[config.mk]
export PLATFORM = sky130hd
export DESIGN_NAME = tuner_i2c_slave
export DESIGN_NICKNAME = d
export VERILOG_FILES = /design/src/rtl/tuner_i2c_pkg.sv /design/src/rtl/i2c_line_sync.sv /design/src/rtl/i2c_byte_engine.sv /design/src/rtl/tuner_field_bank.sv /design/src/rtl/tuner_i2c_slave.sv
export SDC_FILE = /design/constraint.sdc
export NUM_CORES = 1
export LEC_CHECK = 0
export BUFFER_PORTS_ARGS = -buffer_cell sky130_fd_sc_hd__buf_2
export CAP_MARGIN = 20
export CORE_MARGIN = 2
export CORE_UTILIZATION = 51
export CTS_CLUSTER_DIAMETER = 150
export CTS_CLUSTER_SIZE = 14
export DETAILED_ROUTE_END_ITERATION = 10
export PLACE_DENSITY = 0.75
export SETUP_SLACK_MARGIN = 0.5
export SLEW_MARGIN = 10
export SYNTH_ARGS = -nofsm -noshare
export SYNTH_HDL_FRONTEND = slang
export SYNTH_SLANG_ARGS = --single-unit
[constraint.sdc]
create_clock -name clk_i -period 1.92 [get_ports clk_i]
set_input_delay 0.192 -clock clk_i [delete_from_list [all_inputs] [get_ports clk_i]]
set_output_delay 0.192 -clock clk_i [all_outputs]
set_load 0.01 [all_outputs]
[src/rtl/tuner_i2c_pkg.sv]
package tuner_i2c_pkg;
  localparam int BYTE_W = 8;
  localparam int CNT_W  = $clog2(BYTE_W + 1);
  localparam logic [4:0] ADDR_FIXED = 5'b11000;

  typedef enum logic [2:0] {
    ST_IDLE, ST_ADDR, ST_ADDR_ACK, ST_WR, ST_WR_ACK, ST_RD, ST_RD_ACK
  } bus_st_e;

  typedef enum logic [1:0] {SEQ_ANY, SEQ_DIV2, SEQ_CTL2} seq_e;
endpackage

[src/rtl/i2c_line_sync.sv]
module i2c_line_sync #(
  parameter int STAGES = 2
) (
  input  logic clk_i,
  input  logic rst_ni,
  input  logic scl_i,
  input  logic sda_i,
  output logic scl_o,
  output logic sda_o,
  output logic scl_rise_o,
  output logic scl_fall_o,
  output logic start_o,
  output logic stop_o
);
  logic [STAGES-1:0] scl_ff, sda_ff;
  logic scl_d, sda_d;

  always_ff @(posedge clk_i or negedge rst_ni) begin
    if (!rst_ni) begin
      scl_ff <= '1;
      sda_ff <= '1;
      scl_d  <= 1'b1;
      sda_d  <= 1'b1;
    end else begin
      scl_ff <= {scl_ff[STAGES-2:0], scl_i};
      sda_ff <= {sda_ff[STAGES-2:0], sda_i};
      scl_d  <= scl_ff[STAGES-1];
      sda_d  <= sda_ff[STAGES-1];
    end
  end

  assign scl_o      = scl_ff[STAGES-1];
  assign sda_o      = sda_ff[STAGES-1];
  assign scl_rise_o = scl_o & ~scl_d;
  assign scl_fall_o = ~scl_o & scl_d;
  // SDA edges while SCL stays high
  assign start_o    = scl_o & scl_d & sda_d & ~sda_o;
  assign stop_o     = scl_o & scl_d & ~sda_d & sda_o;
endmodule

[src/rtl/i2c_byte_engine.sv]
module i2c_byte_engine
  import tuner_i2c_pkg::*;
(
  input  logic              clk_i,
  input  logic              rst_ni,
  input  logic              scl_i,
  input  logic              sda_i,
  input  logic              scl_rise_i,
  input  logic              scl_fall_i,
  input  logic              start_i,
  input  logic              stop_i,
  input  logic [BYTE_W-2:0] dev_addr_i,
  input  logic [BYTE_W-1:0] status_i,
  output logic              sda_oe_o,
  output logic              frame_start_o,
  output logic              wr_valid_o,
  output logic [BYTE_W-1:0] wr_data_o,
  output logic              status_sent_o
);
  localparam logic [CNT_W-1:0] CNT_FULL = CNT_W'(BYTE_W);
  localparam logic [CNT_W-1:0] CNT_LAST = CNT_W'(BYTE_W - 1);

  bus_st_e           st_q;
  logic [CNT_W-1:0]  cnt_q;
  logic [BYTE_W-1:0] sh_q;
  logic              rw_q, oe_q, wr_valid_q, sent_q;

  always_ff @(posedge clk_i or negedge rst_ni) begin
    if (!rst_ni) begin
      st_q       <= ST_IDLE;
      cnt_q      <= '0;
      sh_q       <= '0;
      rw_q       <= 1'b0;
      oe_q       <= 1'b0;
      wr_valid_q <= 1'b0;
      sent_q     <= 1'b0;
    end else begin
      wr_valid_q <= 1'b0;
      sent_q     <= 1'b0;
      if (start_i) begin
        st_q  <= ST_ADDR;
        cnt_q <= '0;
        oe_q  <= 1'b0;
      end else if (stop_i) begin
        st_q <= ST_IDLE;
        oe_q <= 1'b0;
      end else begin
        case (st_q)
          ST_ADDR, ST_WR: begin
            if (scl_rise_i && cnt_q != CNT_FULL) begin
              sh_q  <= {sh_q[BYTE_W-2:0], sda_i};
              cnt_q <= cnt_q + 1'b1;
            end else if (scl_fall_i && cnt_q == CNT_FULL) begin
              cnt_q <= '0;
              if (st_q == ST_WR) begin
                wr_valid_q <= 1'b1;
                oe_q       <= 1'b1;
                st_q       <= ST_WR_ACK;
              end else if (sh_q[BYTE_W-1:1] == dev_addr_i) begin
                rw_q <= sh_q[0];
                oe_q <= 1'b1;
                st_q <= ST_ADDR_ACK;
              end else begin
                st_q <= ST_IDLE;
              end
            end
          end
          ST_ADDR_ACK, ST_WR_ACK: begin
            if (scl_fall_i) begin
              if (st_q == ST_ADDR_ACK && rw_q) begin
                sh_q <= status_i;
                oe_q <= ~status_i[BYTE_W-1];
                st_q <= ST_RD;
              end else begin
                oe_q <= 1'b0;
                st_q <= ST_WR;
              end
            end
          end
          ST_RD: begin
            if (scl_fall_i) begin
              if (cnt_q == CNT_LAST) begin
                cnt_q  <= '0;
                oe_q   <= 1'b0;
                sent_q <= 1'b1;
                st_q   <= ST_RD_ACK;
              end else begin
                cnt_q <= cnt_q + 1'b1;
                sh_q  <= {sh_q[BYTE_W-2:0], 1'b0};
                oe_q  <= ~sh_q[BYTE_W-2];
              end
            end
          end
          ST_RD_ACK: begin
            if (scl_rise_i && sda_i) begin
              st_q <= ST_IDLE;
            end else if (scl_fall_i) begin
              sh_q <= status_i;
              oe_q <= ~status_i[BYTE_W-1];
              st_q <= ST_RD;
            end
          end
          default: st_q <= ST_IDLE;
        endcase
      end
    end
  end

  assign sda_oe_o      = oe_q;
  assign frame_start_o = start_i;
  assign wr_valid_o    = wr_valid_q;
  assign wr_data_o     = sh_q;
  assign status_sent_o = sent_q;


  oe_scl_low_chk: assert property (@(posedge clk_i) disable iff (!rst_ni)
    !$stable(oe_q) |-> !scl_i);

  oe_state_chk: assert property (@(posedge clk_i) disable iff (!rst_ni)
    oe_q |-> (st_q inside {ST_ADDR_ACK, ST_WR_ACK, ST_RD}));

  nack_chk: assert property (@(posedge clk_i) disable iff (!rst_ni)
    (st_q == ST_ADDR && scl_fall_i && cnt_q == CNT_FULL && !start_i && !stop_i
     && sh_q[BYTE_W-1:1] != dev_addr_i) |=> (!oe_q && st_q == ST_IDLE));
endmodule

[src/rtl/tuner_field_bank.sv]
module tuner_field_bank
  import tuner_i2c_pkg::*;
#(
  parameter int MDIV_W = 13,
  parameter int SW_W   = 4,
  parameter int REF_W  = 4,
  parameter int PORT_W = 4
) (
  input  logic              clk_i,
  input  logic              rst_ni,
  input  logic              frame_start_i,
  input  logic              wr_valid_i,
  input  logic [BYTE_W-1:0] wr_data_i,
  output logic [MDIV_W-1:0] main_div_o,
  output logic [SW_W-1:0]   swallow_o,
  output logic              pre_half_o,
  output logic [REF_W-1:0]  ref_sel_o,
  output logic              vt_off_o,
  output logic              cp_hi_o,
  output logic [PORT_W-1:0] port_o
);
  localparam int HOLD_W = BYTE_W - 1;
  localparam int LOW_W  = MDIV_W - 2;

  seq_e              seq_q;
  logic [HOLD_W-1:0] hold_q;

  always_ff @(posedge clk_i or negedge rst_ni) begin
    if (!rst_ni) begin
      seq_q      <= SEQ_ANY;
      hold_q     <= '0;
      main_div_o <= '0;
      swallow_o  <= '0;
      pre_half_o <= 1'b0;
      ref_sel_o  <= '0;
      vt_off_o   <= 1'b0;
      cp_hi_o    <= 1'b0;
      port_o     <= '0;
    end else if (frame_start_i) begin
      seq_q <= SEQ_ANY;
    end else if (wr_valid_i) begin
      case (seq_q)
        SEQ_ANY: begin
          if (wr_data_i[BYTE_W-1]) begin
            main_div_o[MDIV_W-1:LOW_W] <= wr_data_i[6:5];
            pre_half_o                 <= wr_data_i[4];
            ref_sel_o                  <= wr_data_i[REF_W-1:0];
            seq_q                      <= SEQ_CTL2;
          end else begin
            hold_q <= wr_data_i[HOLD_W-1:0];
            seq_q  <= SEQ_DIV2;
          end
        end
        SEQ_DIV2: begin
          main_div_o[LOW_W-1:0] <= {hold_q, wr_data_i[7:4]};
          swallow_o             <= wr_data_i[SW_W-1:0];
          seq_q                 <= SEQ_ANY;
        end
        SEQ_CTL2: begin
          vt_off_o <= wr_data_i[7];
          cp_hi_o  <= wr_data_i[6];
          port_o   <= wr_data_i[PORT_W-1:0];
          seq_q    <= SEQ_ANY;
        end
        default: seq_q <= SEQ_ANY;
      endcase
    end
  end


  div_hold_chk: assert property (@(posedge clk_i) disable iff (!rst_ni)
    !$past(wr_valid_i) |-> ($stable(main_div_o) && $stable(swallow_o)));

  ctl1_apply_chk: assert property (@(posedge clk_i) disable iff (!rst_ni)
    (wr_valid_i && !frame_start_i && seq_q == SEQ_ANY && wr_data_i[BYTE_W-1])
    |=> (ref_sel_o == $past(wr_data_i[REF_W-1:0]) && pre_half_o == $past(wr_data_i[4])));

  ctl2_apply_chk: assert property (@(posedge clk_i) disable iff (!rst_ni)
    (wr_valid_i && !frame_start_i && seq_q == SEQ_CTL2)
    |=> (port_o == $past(wr_data_i[PORT_W-1:0]) && vt_off_o == $past(wr_data_i[7])));
endmodule

[src/rtl/tuner_i2c_slave.sv]
module tuner_i2c_slave
  import tuner_i2c_pkg::*;
#(
  parameter int SYNC_STAGES = 2,
  parameter int MDIV_W      = 13,
  parameter int SW_W        = 4,
  parameter int REF_W       = 4,
  parameter int PORT_W      = 4,
  parameter int ADC_W       = 3
) (
  input  logic              clk_i,
  input  logic              rst_ni,
  input  logic              scl_i,
  input  logic              sda_i,
  output logic              sda_oe_o,
  input  logic [1:0]        addr_sel_i,
  input  logic              lock_i,
  input  logic [ADC_W-1:0]  adc_code_i,
  output logic [MDIV_W-1:0] main_div_o,
  output logic [SW_W-1:0]   swallow_o,
  output logic              pre_half_o,
  output logic [REF_W-1:0]  ref_sel_o,
  output logic              vt_off_o,
  output logic              cp_hi_o,
  output logic [PORT_W-1:0] port_o
);
  localparam int FILL_W = BYTE_W - 2 - ADC_W;

  logic scl_s, sda_s, scl_rise, scl_fall, start_p, stop_p;
  logic frame_start, wr_valid, status_sent, pr_q;
  logic [BYTE_W-1:0] wr_data, status;

  assign status = {pr_q, lock_i, {FILL_W{1'b1}}, adc_code_i};

  always_ff @(posedge clk_i or negedge rst_ni) begin
    if (!rst_ni)          pr_q <= 1'b1;
    else if (status_sent) pr_q <= 1'b0;
  end

  i2c_line_sync #(.STAGES(SYNC_STAGES)) u_sync (
    .clk_i(clk_i), .rst_ni(rst_ni), .scl_i(scl_i), .sda_i(sda_i),
    .scl_o(scl_s), .sda_o(sda_s), .scl_rise_o(scl_rise), .scl_fall_o(scl_fall),
    .start_o(start_p), .stop_o(stop_p)
  );

  i2c_byte_engine u_engine (
    .clk_i(clk_i), .rst_ni(rst_ni), .scl_i(scl_s), .sda_i(sda_s),
    .scl_rise_i(scl_rise), .scl_fall_i(scl_fall), .start_i(start_p), .stop_i(stop_p),
    .dev_addr_i({ADDR_FIXED, addr_sel_i}), .status_i(status),
    .sda_oe_o(sda_oe_o), .frame_start_o(frame_start), .wr_valid_o(wr_valid),
    .wr_data_o(wr_data), .status_sent_o(status_sent)
  );

  tuner_field_bank #(
    .MDIV_W(MDIV_W), .SW_W(SW_W), .REF_W(REF_W), .PORT_W(PORT_W)
  ) u_bank (
    .clk_i(clk_i), .rst_ni(rst_ni), .frame_start_i(frame_start),
    .wr_valid_i(wr_valid), .wr_data_i(wr_data),
    .main_div_o(main_div_o), .swallow_o(swallow_o), .pre_half_o(pre_half_o),
    .ref_sel_o(ref_sel_o), .vt_off_o(vt_off_o), .cp_hi_o(cp_hi_o), .port_o(port_o)
  );


  pr_no_set_chk: assert property (@(posedge clk_i) disable iff (!rst_ni)
    !$rose(pr_q));

  pr_clear_chk: assert property (@(posedge clk_i) disable iff (!rst_ni)
    status_sent |=> !pr_q);
endmodule

# ---- Yosys cells after proc, flatten, opt, wreduce, memory -nomap -nowiden
# Index checks and enable logic that the tools add are counted.
dict set report totals {
  regBits 63
  latch_bits 0
  mem_bits_rw 0
  rom_bits 0
  input_bits 10
  output_inout_bits 29
  wordCells 148
  mem_count 0
}
dict set report classes {
  addsub 1
  n_mul 0
  div_mod_pow 0
  order_cmp 0
  n_eq_ne 31
  n_shift 0
  muxes 56
  n_bitwise 18
  reduce_logical 20
}
# operator count
set op_table {}
lappend op_table {{$mux 8} 7}
lappend op_table {{$mux 3} 11}
lappend op_table {{$pmux 8 s4} 1}
lappend op_table {{$mux 4} 6}
lappend op_table {{$mux 1} 23}
lappend op_table {{$ne 4x3->1 const B} 5}
lappend op_table {{$ne 2x1->1 const B} 6}
lappend op_table {{$ne 4x4->1 const B} 3}
lappend op_table {{$pmux 3 s4} 1}
lappend op_table {{$reduce_and 4->1} 3}
lappend op_table {{$not 1->1} 11}
lappend op_table {{$mux 2} 5}
lappend op_table {{$ne 5x3->1 const B} 2}
lappend op_table {{$reduce_and 10->1} 1}
lappend op_table {{$eq 3x3->1 const B} 3}
lappend op_table {{$pmux 4 s2} 1}
lappend op_table {{$reduce_and 8->1} 1}
lappend op_table {{$and 1x1->1} 7}
lappend op_table {{$eq 7x7->1} 1}
lappend op_table {{$reduce_and 7->1} 1}
lappend op_table {{$eq 3x2->1 const B} 2}
lappend op_table {{$reduce_and 3->1} 2}
lappend op_table {{$reduce_and 6->1} 1}
lappend op_table {{$reduce_bool 6->1} 1}
lappend op_table {{other kinds (16)} 21}

# ---- Depth between registers and ports, before layout
# Gate-level depths: netlist of run 1.
dict set report logic_depth {
  word_depth 8
  depth_mapped 8
  ltp_nobuf 7
}

# ---- Modules after synthesis
# Synthesis of run 1 repeated with hierarchy kept, for this count alone.
dict set report unflattened {
  hier_cells 229
  hier_area_um2 2952.8
}
# mod n_inst cells_per_inst area_per_inst_um2 seq_area_each_um2
set modules_own_cells {}
lappend modules_own_cells {tuner_field_bank 1 83 1450.1 925.9}
lappend modules_own_cells {i2c_byte_engine 1 132 1265.0 475.5}
lappend modules_own_cells {i2c_line_sync 1 10 190.2 157.7}
lappend modules_own_cells {tuner_i2c_slave 1 4 47.5 26.3}

# ---- Worst setup path before layout of run 1
# Ideal clock, no wire load.
dict set report synth_timing {
  kind {flip-flop to flip-flop}
  start {reg u_sync.scl_d}
  end {reg u_engine.st_q[0]}
  setup_time_ps 128
  arrival_ps 1767
  required_time_ps 1792
  slack_ps 25
  stages_incl_launch_ff 7
  n_path_buf 1
  period_less_slack_ps 1895
  cell_sequence {dfstp_2 buf_4 and3b_1 a21o_1 a211o_1 a21oi_2 mux2_1}
}
dict set report synth_via {
  elab_chain_len 7
  word_cells_on_any_way 22
  cone_classes {eq/ne: 6; mux: 4; bitwise: 8; reduce/logical: 4}
}
# element line
set synth_rtl {}
lappend synth_rtl {{from (decl)} i2c_line_sync.sv:16} ;# logic scl_d, sda_d;
lappend synth_rtl {{from (signal assigned)} i2c_line_sync.sv:27} ;# scl_d <= scl_ff[STAGES-1];
lappend synth_rtl {{$not 1->1} i2c_line_sync.sv:34} ;# assign scl_rise_o = scl_o & ~scl_d;
lappend synth_rtl {{$and 1x1->1} i2c_line_sync.sv:34}
lappend synth_rtl {{$logic_and 1x1->1} i2c_byte_engine.sv:95} ;# if (scl_rise_i && sda_i) begin
lappend synth_rtl {{$mux 3} i2c_byte_engine.sv:95}
lappend synth_rtl {{$pmux 3 s4} i2c_byte_engine.sv:48} ;# case (st_q)
lappend synth_rtl {{$mux 3} i2c_byte_engine.sv:44} ;# end else if (stop_i) begin
lappend synth_rtl {{$mux 3} i2c_byte_engine.sv:40} ;# if (start_i) begin
lappend synth_rtl {{to (signal assigned)} i2c_byte_engine.sv:41} ;# st_q <= ST_ADDR;
lappend synth_rtl {{to (signal assigned)} i2c_byte_engine.sv:45} ;# st_q <= ST_IDLE;
lappend synth_rtl {{to (signal assigned)} i2c_byte_engine.sv:96} ;# st_q <= ST_IDLE;
lappend synth_rtl {{to (decl)} i2c_byte_engine.sv:23} ;# bus_st_e st_q;
# Parallel ways exist; a longest one is shown, timed or not.
# A chain may end at the register's enable or synchronous reset.

# ---- Worst setup path in the final report of run 1
dict set report layout_timing {
  start {reg u_sync.scl_d}
  end {reg u_engine.cnt_q[2]}
}
dict set report layout_via {
  elab_chain_len 7
  word_cells_on_any_way 19
  cone_classes {eq/ne: 3; mux: 4; bitwise: 8; reduce/logical: 4}
}
# element line
set layout_rtl {}
lappend layout_rtl {{$not 1->1} i2c_line_sync.sv:34}
lappend layout_rtl {{$and 1x1->1} i2c_line_sync.sv:34}
lappend layout_rtl {{$logic_and 1x1->1} i2c_byte_engine.sv:50} ;# if (scl_rise_i && cnt_q != CNT_FULL) begin
lappend layout_rtl {{$mux 4} i2c_byte_engine.sv:50}
lappend layout_rtl {{$pmux 4 s2} i2c_byte_engine.sv:48}
lappend layout_rtl {{$mux 4} i2c_byte_engine.sv:44}
lappend layout_rtl {{$mux 4} i2c_byte_engine.sv:40}
lappend layout_rtl {{to (signal assigned)} i2c_byte_engine.sv:52} ;# cnt_q <= cnt_q + 1'b1;
lappend layout_rtl {{to (signal assigned)} i2c_byte_engine.sv:88} ;# cnt_q <= cnt_q + 1'b1;
lappend layout_rtl {{to (decl)} i2c_byte_engine.sv:24} ;# logic [CNT_W-1:0] cnt_q;
# Parallel ways exist; a longest one is shown, timed or not. The select of a mux whose other input is x is not followed.

==> flow_metrics.env, run 1 <==
export IMPL_status="finished, final reports clean"
export IMPL_post_drt_wl_per_cell_um=16.1
export IMPL_die_area_um2=6290
export IMPL_dp_hpwl_mm=4.12
export IMPL_grt_pass1_wl_mm=10.3
export IMPL_syn_inst=240
export IMPL_synth_edf_count=0
export IMPL_clock_latency_ns=0.33
export IMPL_vias=2170
export IMPL_ant_nets=0
export IMPL_max_freq_mhz=550
export IMPL_fin_nets=334
export IMPL_critical_path_class="reg -> reg"
export IMPL_async_flop_share_pct=100
export IMPL_grt_max_degree=40
export IMPL_critPathLaunch="u_sync.scl_d"
export IMPL_antenna_found_initial=0
export IMPL_clkTransAtPathRegs_ns=0.06
export IMPL_final_hold_violation_count=0
export IMPL_start_kind="flop"
export IMPL_min_period_ns=1.82
export IMPL_track_usage_pct=21.6
export IMPL_grt_pass1_vias=2114
export IMPL_drive_gt1_share_pct=52.8
export IMPL_via_per_inst=5.48
export IMPL_crit_fanout=6
export IMPL_io_pins=39
export IMPL_htreeDepth=3
export IMPL_min_delay_start="lock_i"
export IMPL_drt_initial_drc_count=74
export IMPL_hold_class="in -> reg"
export IMPL_cts_buffers=9
export IMPL_power_density_nw_per_um2=686
export IMPL_period_share_pct=94.7
export IMPL_netlist_area_um2=2890
export IMPL_synth_top_flop_cell="dfrtp_1"
export IMPL_core_um2=5510
export IMPL_p_total_w=0.00271
export IMPL_gp_congestion=0.876
export IMPL_setup_tns_ns=0
export IMPL_wirelength_mm=6.38
export IMPL_end_kind="flop"
export IMPL_syn2layout_area_growth_pct=36.7
export IMPL_tritoncts="yes"
export IMPL_worst_endpoint_arrival_ns=2.03
export IMPL_fp_dieW_um=79.3
export IMPL_initial_core_util_pct=52.6
export IMPL_die_y_um=79.3
export IMPL_grt_overflow=0
export IMPL_avgSynthCellArea_um2=12.1
export IMPL_cts_buffer_depth=2
export IMPL_final_common_cell="dfrtp_1"
export IMPL_synth_fp_nets=252
export IMPL_slew_limit_headroom_pct=63.1
export IMPL_firstDrtPassIters=4
export IMPL_worstMarginPinSlew_ns=0.553
export IMPL_synth_seq_cells=63
export IMPL_port_buffers=38
export IMPL_ys_types=48
export IMPL_antenna_cells=0
export IMPL_required_ns=2.13
export IMPL_ys_seq_area_share_pct=54.8
export IMPL_cts_sinks=63
export IMPL_rsz0062_at_grt="true"
export IMPL_yosys_warnings=0
export IMPL_layout_common_cells="54 x dfrtp_1, 39 x buf_2, 32 x mux2_4"
export IMPL_peakVddDrop_uv=599
export IMPL_num_rows=27
export IMPL_setup_violations=0
export IMPL_skew_ns=0.00596
export IMPL_final_max_slew_viol_count=0
export IMPL_drc=0
export IMPL_p_leak_nw=1.97
export IMPL_reg2reg_from="u_sync.scl_d"
export IMPL_root_buffer="clkbuf_8"
export IMPL_drv_cap=0
==> where the power goes <==
| group | switching [W] | internal [W] |
|---|---|---|
| clock network | 0.000449 | 0.000649 |
| registers | 0.0000283 | 0.00136 |
| logic | 0.000114 | 0.000112 |
| total | 0.000591 | 0.00212 |
==> per-stage QoR <==
stage / area, µm² / setup WS, ns / utilization, % / hold WS [ns] / cells
final: 3960 / 0.102 / 71.9 / 0.212 / 396
after global routing: 3960 / 0.0627 / 71.9 / 0.240 / 396
after CTS: 3820 / 0.121 / 69.5 / 0.211 / 390
after detailed placement: 3380 / 0.0626 / 61.3 / 0.218 / 356
after global placement: 3380 / 0.0938 / 61.3 / 0.210 / 356
after floorplan: 3040 / 0.113 / - / -0.104 / 240
==> path summary, 6_finish.rpt <==
| path | endpoint | slack, ns | cells past startpoint |
|---|---|---|---|
| hold reg to reg | u_sync.scl_ff[1] | 0.36 | 0 |
| setup reg to reg | u_engine.cnt_q[2] | 0.10 | 6 |
| hold / removal | u_engine.wr_data_o[6] | 0.21 | 4 |
| min in group asynchronous | u_bank.main_div_o[9] | 0.38 | 2 |
| max in group asynchronous | pr_q | 0.88 | 3 |
| setup / recovery | u_engine.cnt_q[2] | 0.10 | 6 |
==> cell usage after synthesis, types with 4 or more instances <==
cell type,n,share of area [%]
mux2i_1,5,1.7
nor2_1,13,1.7
inv_1,8,1.0
buf_2,7,1.2
mux2_2,40,16
dfrtp_1,56,48
nor2b_1,5,1.1
o21ai_0,13,2.2
a21oi_1,9,1.6
nor3_1,4,0.69
nand2b_1,5,1.1
dfstp_2,7,6.4
nand3b_1,4,1.0
nand2_1,14,1.8
==> per-layer routing <==
layer  up-vias  global-route usage [%]  wire, µm
met2        60                    34.0      3170
met3         9                    6.02       298
met4         0                    7.93        72
met1      1083                    28.6      2840
met5         -                       0         0
li1       1018                       -         -
==> flip-flops by register name, indices dropped and copies added, names as in the netlist, 2 cells and up <==
signal	flops
u_bank.port_o	4
u_sync.scl_ff	2
u_engine.cnt_q	4
u_engine.wr_data_o	8
u_bank.swallow_o	4
u_bank.main_div_o	13
u_bank.seq_q	2
u_sync.sda_ff	2
u_bank.ref_sel_o	4
u_bank.hold_q	7
u_engine.st_q	3
==> layout make-up <==
type / count / area [µm²]
clock buffers: 12 / 155
clock inverters: 1 / 30.0
fillers: 384 / 1550
inverters: 8 / 30.0
multi-input cells: 160 / 1480
flip-flops and latches: 63 / 1590
well taps: 72 / 90.1
repair buffers: 80 / 581
==> cells by family after synthesis <==
family	share of synthesized area, %
and+or+nand+nor	14.0
muxes	17.7
adders and majority gates	0.865
DFF	54.8
buffers and inverters	2.90
AOI/OAI and AO/OA	8.86
xor gates and xnor gates	0.908
==> worst max-delay path, stage by stage (launching register included) <==
cell and delay [ns]:
dfstp_2 0.59, buf_6 0.12, nor2b_4 0.04, nor3b_2 0.16
o31a_1 0.36, or2_1 0.25, a22o_1 0.19
==> timing repair <==
| item | CTS | global route |
|---|---|---|
| gates resized for setup | 27 | 26 |
| endpoints found under the setup margin | 50 | 55 |
| pin swaps | 10 | 13 |
| buffers inserted | 18 | 5 |
| hold buffers | 3 | 0 |
| hold endpoints to repair | 26 | 0 |
| cloned | 0 | 1 |
Power figures use the tool's default switching activity.
==> run 2, diff against run 1 <==
--- a/config.mk
+++ b/config.mk
@@ -12,7 +12,7 @@
 export CTS_CLUSTER_DIAMETER = 150
 export CTS_CLUSTER_SIZE = 14
 export DETAILED_ROUTE_END_ITERATION = 10
-export PLACE_DENSITY = 0.75
+export PLACE_DENSITY = 0.85
 export SETUP_SLACK_MARGIN = 0.5
 export SLEW_MARGIN = 10
 export SYNTH_ARGS = -nofsm -noshare
==> run 2 against run 1 <==
  * Non-clock buffer count grew 13
  * Power is 9.2% higher
  * Clock-buffer cell count is 2 higher
  * Critical path depth is 2 higher
  * Die area unchanged
  * Largest cell class unchanged
  * Highest routed layer unchanged
==> flow_metrics.env, run 2 (synthesis gave the netlist of run 1 again) <==
export IMPL_status="finished, final reports clean"
export IMPL_root_buffer="clkbuf_8"
export IMPL_hold_class="in -> reg"
export IMPL_layout_common_cells="54 x dfrtp_1, 38 x buf_2, 36 x mux2_4"
export IMPL_intPower_w=0.00228
export IMPL_pwr_share_comb_pct=9.2
export IMPL_htreeDepth=3
export IMPL_switchingPower_w=0.000689
export IMPL_antenna_cells=0
export IMPL_p_leak_nw=2.09
export IMPL_core_um2=5510
export IMPL_slew_limit_headroom_pct=66.4
export IMPL_power_density_nw_per_um2=707
export IMPL_swShare_pct=23.3
export IMPL_seq_power_share_pct=47.1
export IMPL_top_register="u_bank.main_div_o"
export IMPL_finalWorstSetupSlack_ns=0.0491
export IMPL_vias=2341
export IMPL_place_ws_ns=0.0379
export IMPL_critical_path_class="reg -> reg"
export IMPL_final_hold_violation_count=0
export IMPL_fin_nets=347
export IMPL_setup_violations=0
export IMPL_post_drt_wl_per_cell_um=19.8
export IMPL_pwr_share_clk_pct=43.6
export IMPL_dpl_cell_area_um2=3390
export IMPL_drt_initial_drc_count=121
export IMPL_initial_core_util_pct=52.6
export IMPL_gp_congestion=0.892
export IMPL_drive_gt1_share_pct=57.6
export IMPL_via_per_inst=5.68
export IMPL_clock_latency_ns=0.35
export IMPL_num_rows=27
export IMPL_final_max_slew_viol_count=0
export IMPL_syn2layout_area_growth_pct=45.0
export IMPL_cts_buffer_depth=2
export IMPL_wirelength_mm=8.14
export IMPL_skew_ns=0.00956
export IMPL_rsz0062_at_grt="true"
export IMPL_die_y_um=79.3
export IMPL_largest_reg_flops=13
export IMPL_grt_pass1_wl_mm=12.4
export IMPL_cts_buffers=9
export IMPL_clkTransAtPathRegs_ns=0.07
export IMPL_tritoncts="yes"
export IMPL_peakVddDrop_uv=517
export IMPL_period_share_pct=97.4
export IMPL_grt_overflow=0
export IMPL_min_period_ns=1.87
export IMPL_port_buffers=38
export IMPL_grt_max_degree=64
export IMPL_end_kind="flop"
export IMPL_io_pins=39
export IMPL_required_ns=2.14
export IMPL_grt_pass1_vias=2505
export IMPL_cts_sinks=63
export IMPL_fp_dieW_um=79.3
export IMPL_start_kind="flop"
export IMPL_antenna_found_initial=0
export IMPL_ant_nets=0
export IMPL_final_common_cell="dfrtp_1"
export IMPL_track_usage_pct=26.3
export IMPL_worstMarginPinSlew_ns=0.504
export IMPL_max_freq_mhz=535
export IMPL_drv_cap=0
export IMPL_crit_fanout=5
export IMPL_drc=0
export IMPL_setup_tns_ns=0
export IMPL_dp_hpwl_mm=4.24
export IMPL_worst_endpoint_arrival_ns=2.09
export IMPL_firstDrtPassIters=4
export IMPL_fin_area_um2=4200
export IMPL_die_area_um2=6290
run 2: cell types whose count changed in the layout (fill, tap and decap cells not counted), sizes merged:
cell / previous run / this run
clkinv: 0 / 1
clkbuf: 12 / 14
buf: 77 / 90
run 2: final timing paths:
| kind | from | to | slack (ns) | cells past startpoint |
|---|---|---|---|---|
| min reg2reg | u_sync.scl_ff[0] | u_sync.scl_ff[1] | 0.36 | 0 |
| min in group asynchronous | rst_ni | u_bank.main_div_o[7] | 0.39 | 3 |
| max in group asynchronous | rst_ni | pr_q | 1.20 | 3 |
| min | lock_i | u_engine.wr_data_o[6] | 0.22 | 4 |
| max | u_engine.cnt_q[1] | u_engine.cnt_q[0] | 0.05 | 8 |
| max reg2reg | u_engine.cnt_q[1] | u_engine.cnt_q[0] | 0.05 | 8 |
run 2: layout make-up:
cell class	count	area (µm²)
Inverter	8	30.0
Multi-Input combinational cell	160	1580
Sequential cell	63	1590
Fill cell	317	1310
Clock buffer	14	193
Timing Repair Buffer	93	683
Tap cell	72	90.1
Clock inverter	2	35.0
run 2: critical path: stages, from the launching register on:
cell and delay, ns:
dfrtp_1 0.41, inv_2 0.09, ha_4 0.14, and3b_1 0.22
nor3b_2 0.07, o31a_1 0.34, buf_4 0.17, o211ai_1 0.20
o21ai_1 0.11
run 2: through the flow:
step | total power, W | util, % | std cells | hold slack, ns
after floorplan | 0.00150 | - | 240 | -0.104
after global placement | 0.00157 | 61.6 | 358 | 0.229
after detailed placement | 0.00158 | 61.6 | 358 | 0.234
after CTS | 0.00294 | 73.1 | 404 | 0.213
after global routing | 0.00306 | 76.2 | 412 | 0.232
final | 0.00296 | 76.2 | 412 | 0.223
run 2: repair_timing:
item                       in CTS  in global routing
setup endpoints to repair      53                 55
setup buffers                  27                  7
pin swaps                      15                 16
hold endpoints to repair       58                  0
gates resized for setup        45                 30
hold buffers                    3                  0
gates cloned                    0                  1
run 2: routing by layer:
layer	routed length, µm	track usage [%]	up-vias
li1	-	-	1045
met1	3330	29.9	1185
met2	4170	45.9	83
met3	395	6.70	28
met4	236	12.9	0
met5	0	0	-
run 2: power by group through the flow:
stage,clock [W],combinational (W),sequential (W)
2_1_floorplan,0,0.0000883,0.00141
3_3_place_gp,0,0.000158,0.00142
3_5_place_dp,0,0.000162,0.00142
4_1_cts,0.00130,0.000250,0.00139
5_1_grt,0.00137,0.000294,0.00140
6_report,0.00129,0.000274,0.00140
